**src/rtl/sdd_pkg.sv**
```systemverilog
package sdd_pkg;

   typedef enum logic {
      BP_DIVIDED  = 1'b0,
      BP_EXTERNAL = 1'b1
   } bp_src_e;

   function automatic bit tap_is_legal(input int tap, input int nstage);
      return ((tap == 30) || (tap == 32) || (tap == 34) || (tap == 38)) && (tap <= nstage);
   endfunction

endpackage

```
**src/rtl/sdd_edge_det.sv**
```systemverilog
module sdd_edge_det (
   input  logic clk,
   input  logic sig,
   output logic rise,
   output logic fall
);
   logic prev_q;

   // Not reset on purpose: it only tracks the pin, so no false edge appears after reset.
   always_ff @(posedge clk) begin
      prev_q <= sig;
   end

   assign rise = sig & ~prev_q;
   assign fall = prev_q & ~sig;
endmodule

```
**src/rtl/sdd_shift_chain.sv**
```systemverilog
module sdd_shift_chain #(
   parameter int NSTAGE = 38,
   parameter int TAP    = 38
) (
   input  logic              clk,
   input  logic              rst,
   input  logic              shift_edge,
   input  logic              out_edge,
   input  logic              sel_n,
   input  logic              din,
   output logic [NSTAGE-1:0] sr_q,
   output logic [NSTAGE-1:0] sr_nxt,
   output logic              dout_q
);
   localparam int TAP_IDX = TAP - 1;

   always_comb begin
      sr_nxt = sr_q;
      if (shift_edge && !sel_n) begin
         sr_nxt = {sr_q[NSTAGE-2:0], din};
      end
   end

   always_ff @(posedge clk) begin
      if (rst) begin
         sr_q <= '0;
      end else begin
         sr_q <= sr_nxt;
      end
   end

   logic tap_bit;
   generate
      if (TAP_IDX == NSTAGE - 1) begin : g_tap_last
         assign tap_bit = sr_q[NSTAGE-1];
      end else begin : g_tap_mid
         assign tap_bit = sr_q[TAP_IDX];
      end
   endgenerate

   always_ff @(posedge clk) begin
      if (rst) begin
         dout_q <= 1'b0;
      end else if (out_edge) begin
         dout_q <= tap_bit;
      end
   end
endmodule

```
**src/rtl/sdd_hold_latch.sv**
```systemverilog
module sdd_hold_latch #(
   parameter int W = 38
) (
   input  logic         clk,
   input  logic         rst,
   input  logic         load,
   input  logic [W-1:0] d,
   output logic [W-1:0] q
);
   always_ff @(posedge clk) begin
      if (rst) begin
         q <= '0;
      end else if (load) begin
         q <= d;
      end
   end
endmodule

```
**src/rtl/sdd_bp_gen.sv**
```systemverilog
module sdd_bp_gen
   import sdd_pkg::*;
#(
   parameter int DIV_W    = 8,
   parameter bit SELF_OSC = 1'b1
) (
   input  logic clk,
   input  logic rst,
   input  logic disp_clk,
   input  logic bp_mode,
   output logic bp
);
   logic    dclk_prev_q;
   logic    bp_div;
   bp_src_e src;

   always_ff @(posedge clk) begin
      dclk_prev_q <= disp_clk;
   end

   generate
      if (SELF_OSC) begin : g_div
         logic [DIV_W-1:0] cnt_q;
         logic             dclk_rise;
         assign dclk_rise = disp_clk & ~dclk_prev_q;
         always_ff @(posedge clk) begin
            if (rst) begin
               cnt_q <= '0;
            end else if (dclk_rise) begin
               cnt_q <= cnt_q + 1'b1;
            end
         end
         assign bp_div = cnt_q[DIV_W-1];
      end else begin : g_nodiv
         assign bp_div = dclk_prev_q;
      end
   endgenerate

   assign src = bp_src_e'(bp_mode);
   assign bp  = (src == BP_EXTERNAL) ? dclk_prev_q : bp_div;
endmodule

```
**src/rtl/serial_seg_driver.sv**
```systemverilog
module serial_seg_driver
   import sdd_pkg::*;
#(
   parameter int NSTAGE   = 38,
   parameter int TAP      = 38,
   parameter int DIV_W    = 8,
   parameter bit SELF_OSC = 1'b1
) (
   input  logic              clk,
   input  logic              rst,
   input  logic              ser_clk,
   input  logic              ser_din,
   input  logic              sel_n,
   input  logic              load,
   input  logic              disp_clk,
   input  logic              bp_mode,
   output logic [NSTAGE-1:0] seg_out,
   output logic              bp_out,
   output logic              ser_dout
);
   generate
      if (!tap_is_legal(TAP, NSTAGE)) begin : g_bad_tap
         $error("serial_seg_driver: TAP must be 30, 32, 34 or 38 and fit NSTAGE");
      end
      if (DIV_W < 1) begin : g_bad_div
         $error("serial_seg_driver: DIV_W must be at least 1");
      end
   endgenerate

   logic              cl_rise;
   logic              cl_fall;
   logic [NSTAGE-1:0] sr_q;
   logic [NSTAGE-1:0] sr_nxt;
   logic [NSTAGE-1:0] latch_q;

   sdd_edge_det u_cl_edge (
      .clk  (clk),
      .sig  (ser_clk),
      .rise (cl_rise),
      .fall (cl_fall)
   );

   sdd_shift_chain #(
      .NSTAGE (NSTAGE),
      .TAP    (TAP)
   ) u_chain (
      .clk        (clk),
      .rst        (rst),
      .shift_edge (cl_fall),
      .out_edge   (cl_rise),
      .sel_n      (sel_n),
      .din        (ser_din),
      .sr_q       (sr_q),
      .sr_nxt     (sr_nxt),
      .dout_q     (ser_dout)
   );

   // The next-state input makes the register follow the shift with no lag while load is high.
   sdd_hold_latch #(
      .W (NSTAGE)
   ) u_hold (
      .clk  (clk),
      .rst  (rst),
      .load (load),
      .d    (sr_nxt),
      .q    (latch_q)
   );

   sdd_bp_gen #(
      .DIV_W    (DIV_W),
      .SELF_OSC (SELF_OSC)
   ) u_bp (
      .clk      (clk),
      .rst      (rst),
      .disp_clk (disp_clk),
      .bp_mode  (bp_mode),
      .bp       (bp_out)
   );

   assign seg_out = latch_q ^ {NSTAGE{bp_out}};
endmodule

```
**config.mk**
```make
export PLATFORM = sky130hd
export DESIGN_NAME = serial_seg_driver
export DESIGN_NICKNAME = d
export VERILOG_FILES = /design/src/rtl/sdd_pkg.sv /design/src/rtl/sdd_edge_det.sv /design/src/rtl/sdd_shift_chain.sv /design/src/rtl/sdd_hold_latch.sv /design/src/rtl/sdd_bp_gen.sv /design/src/rtl/serial_seg_driver.sv
export SDC_FILE = /design/constraint.sdc
export NUM_CORES = 1
export LEC_CHECK = 0
export CAP_MARGIN = 0
export CELL_PAD_IN_SITES_DETAIL_PLACEMENT = 0
export CELL_PAD_IN_SITES_GLOBAL_PLACEMENT = 1
export CORE_UTILIZATION = 34
export DETAILED_ROUTE_END_ITERATION = 8
export DONT_BUFFER_PORTS = 1
export PLACE_DENSITY = 0.53
export SLEW_MARGIN = 20
export SYNTH_ARGS = -nofsm -noshare
export SYNTH_HDL_FRONTEND = slang
export SYNTH_HIERARCHICAL = 1
export SYNTH_SLANG_ARGS = --single-unit
export TNS_END_PERCENT = 10
```
**constraint.sdc**
```tcl
create_clock -name clk -period 4 [get_ports clk]
set_clock_uncertainty 0.05 [all_clocks]
set_input_delay 1 -clock clk [delete_from_list [all_inputs] [get_ports clk]]
set_output_delay 1 -clock clk [all_outputs]
set_load 0.02 [all_outputs]
```
==> metrics.cfg <==
[synth]
ys.flop_type=dfxtp_1
syn_area_per_cell_um2=11.4
async_reset_ff_share_pct=0
synth_top_family_by_area=multiplexers
synthesis.nets=387
yosys.area.top_type_share_pct=40.3
synthSimpleGateAreaFrac_pct=12.2
ys_warn_count=6
synth_area_leaders=dfxtp_1 (40%), mux2i_1 (18%), mux2_4 (12%)
synth_cell_types=31
ys_ff_latch=87
synth_compound_area_share_pct=1.33
yosys.area_share.adder_pct=0.290
syn_inst=378
synth_area_leader_cell=dfxtp_1
synth-seq-area-share_pct=40.3
synth_edf_count=0
synthMuxAreaShare_pct=30.9
synthesis.area_mm2=0.00432
synth-xor-area-share_pct=8.11

[critical_path]
r2r_cells=6
cp-start-kind=input pin
crit_slowest_cell=buf_4
max_stage_delay_ns=0.53
r2r_slack_ns=2.17
timing.rr.start=u_cl_edge/prev_q$_DFF_P_
cp-end-kind=output pin
crit_fanout=38
crit_path_cell_trace=mux2_2, buf_4, xor2_1
critPathRequiredTime_ns=2.95
rr_endpoint=u_hold/q[37]$_SDFFE_PP0P_
crit_end=seg_out[23]
critPathArrivalTime_ns=2.28
crit_start=bp_mode
critPathKind=input pin to output pin

[global_routing]
grt_pass1_vias=2520
grt_pass1_wl_mm=12.2
track_usage_pct=11.9
grt_max_degree=87
grt-ovfl-total=0
antenna_found_initial=0

[layout]
final_common_cell=dfxtp_1
final_nets=384
layout_common_cells=dfxtp_1 (87), mux2i_1 (77), nor2_1 (42), nand2b_1 (39), xor2_1 (38)
fillers=1197
drive_above_1_share_pct=18.4
antenna_cells=0
multi_input_area_mm2=0.00229
regArea_mm2=0.00174
syn_to_final_growth_pct=8.45
post-route-util_pct=38.4

[detailed_routing]
wl_mm=7.17
viasPerCell=4.51
drtIter0Drc=84
vias=2474
drc=0
wl_per_cell_um=13.1
first_pass_iters=4
ant_nets=0

[sta]
maxSlewViolCount=0
layout_min_cycle_time_ns=3.33
rsz0062_at_grt=false
tightest_slew_ns=0.618
setup_violations=0
slew_headroom_pct=58.8
setup_tns_ns=0
hold_viol_final=0
clock.fmax_mhz=300
finalCritPeriodShare_pct=83.3

[placement]
place_congestion=0.628
port_buffers=0
place_hpwl_mm=4.25

[cts]
cts-root-buf=clkbuf_16
cts-hold-fix-buffers=0
clkTransAtPathRegs_ns=0.06
clock_latency_ns=0.34
cts_sinks=87
ctsResizeCount=0
cts_buffers=9
clockBufferDepth=2
cts_setup_buffers=0
cts_tree=built
htree_num_levels=3

[outcome]
status=completed

[power]
powerDensity_mw_per_mm2=415
power.leakage_nw=2.00
p_seq_share_pct=44.8
p_comb_share_pct=5.5
p_switching_mw=0.407
switching_share_pct=20.9
ir_drop_uv=181
internal_power_mw=1.54
clkPwrFrac_pct=49.7

[min_path]
hold_path.class=flop to flop
hold-path-cell-count=2

[floorplanning]
core-area_mm2=0.0122
die_area_mm2=0.0132
rows=40
dieHeight_um=115
initial_utilization_pct=35.4
dieWidth_um=115
ioPinCount=48

[run]
max_cap_viol_count=0

## per-stage QoR
stage               power [mW]  hold slack (ns)  worst slack (ns)  instances  cell area [um2]
floorplan                 1.02            0.399             0.873        378             4320
global placement          1.00            0.408             0.644        532             4340
detailed placement        1.00            0.425             0.606        532             4340
CTS                       1.99            0.434             0.606        548             4690
global route              2.02            0.447             0.570        548             4690
finish                    1.95            0.437             0.667        548             4690
## worst min-delay path by stage
stage                                           startpoint                               end  slack [ns]
after floorplan           u_bp/g_div.cnt_q[7]$_SDFFE_PP0P_  u_bp/g_div.cnt_q[7]$_SDFFE_PP0P_        0.40
final                     u_bp/g_div.cnt_q[6]$_SDFFE_PP0P_  u_bp/g_div.cnt_q[6]$_SDFFE_PP0P_        0.44
after global placement    u_bp/g_div.cnt_q[7]$_SDFFE_PP0P_  u_bp/g_div.cnt_q[7]$_SDFFE_PP0P_        0.41
after global routing      u_bp/g_div.cnt_q[6]$_SDFFE_PP0P_  u_bp/g_div.cnt_q[6]$_SDFFE_PP0P_        0.45
after CTS                 u_bp/g_div.cnt_q[7]$_SDFFE_PP0P_  u_bp/g_div.cnt_q[7]$_SDFFE_PP0P_        0.43
after detailed placement  u_bp/g_div.cnt_q[6]$_SDFFE_PP0P_  u_bp/g_div.cnt_q[6]$_SDFFE_PP0P_        0.43
## metal layers
layer / vias up / global-route usage (%) / wire length [um]
met3: 11 / 3.37 / 283
met2: 30 / 18.5 / 3190
met5: - / 0 / 0
met1: 1169 / 14.8 / 3540
li1: 1264 / - / -
met4: 0 / 7.01 / 160
## state kept, by name, indices dropped and copies added (netlist names)
signal / cells
u_hold/q: 38
u_chain/dout_q: 1
u_chain/sr_q: 38
u_bp/g_div.cnt_q: 8
u_bp/dclk_prev_q: 1
u_cl_edge/prev_q: 1
## logic make-up after synthesis
logic type	after synthesis
AO/OA/AOI/OAI	11
buffers and inverters	27
adder cells (fa/ha/maj)	1
XOR/XNOR	40
flip-flops	87
AND/OR/NAND/NOR	96
multiplexers	116
## synthesized netlist by cell type (3+ instances only)
cell type,count
buf_12,9
or3_1,3
nor2_1,42
xor2_1,38
a21oi_1,5
o21ai_0,5
nand2b_1,39
clkbuf_1,6
mux2i_1,77
dfxtp_1,87
mux2_4,34
buf_6,5
mux2_2,5
## worst max-delay path: cells and delay by family
family / cells / cell delay, ns
buffers and inverters: 1 / 0.53
xor gates and xnor gates: 1 / 0.45
muxes: 1 / 0.28
## layout make-up
class	instances	area share (%)
multi-input cells	264	48.8
clock buffers	10	5.10
well taps	168	4.48
inverters	2	0.160
repair buffers	11	2.03
clock inverters	6	2.30
flip-flops and latches	87	37.2
## power by group through the flow
| stage | Clock, mW | Combinational [mW] | Sequential (mW) |
|---|---|---|---|
| 2_1_floorplan | 0 | 0.130 | 0.891 |
| 3_3_place_gp | 0 | 0.109 | 0.892 |
| 3_5_place_dp | 0 | 0.109 | 0.892 |
| 4_1_cts | 1.00 | 0.110 | 0.872 |
| 5_1_grt | 1.04 | 0.114 | 0.872 |
| 6_report | 0.967 | 0.107 | 0.873 |
No activity file was read; power rests on OpenSTA's default activity.
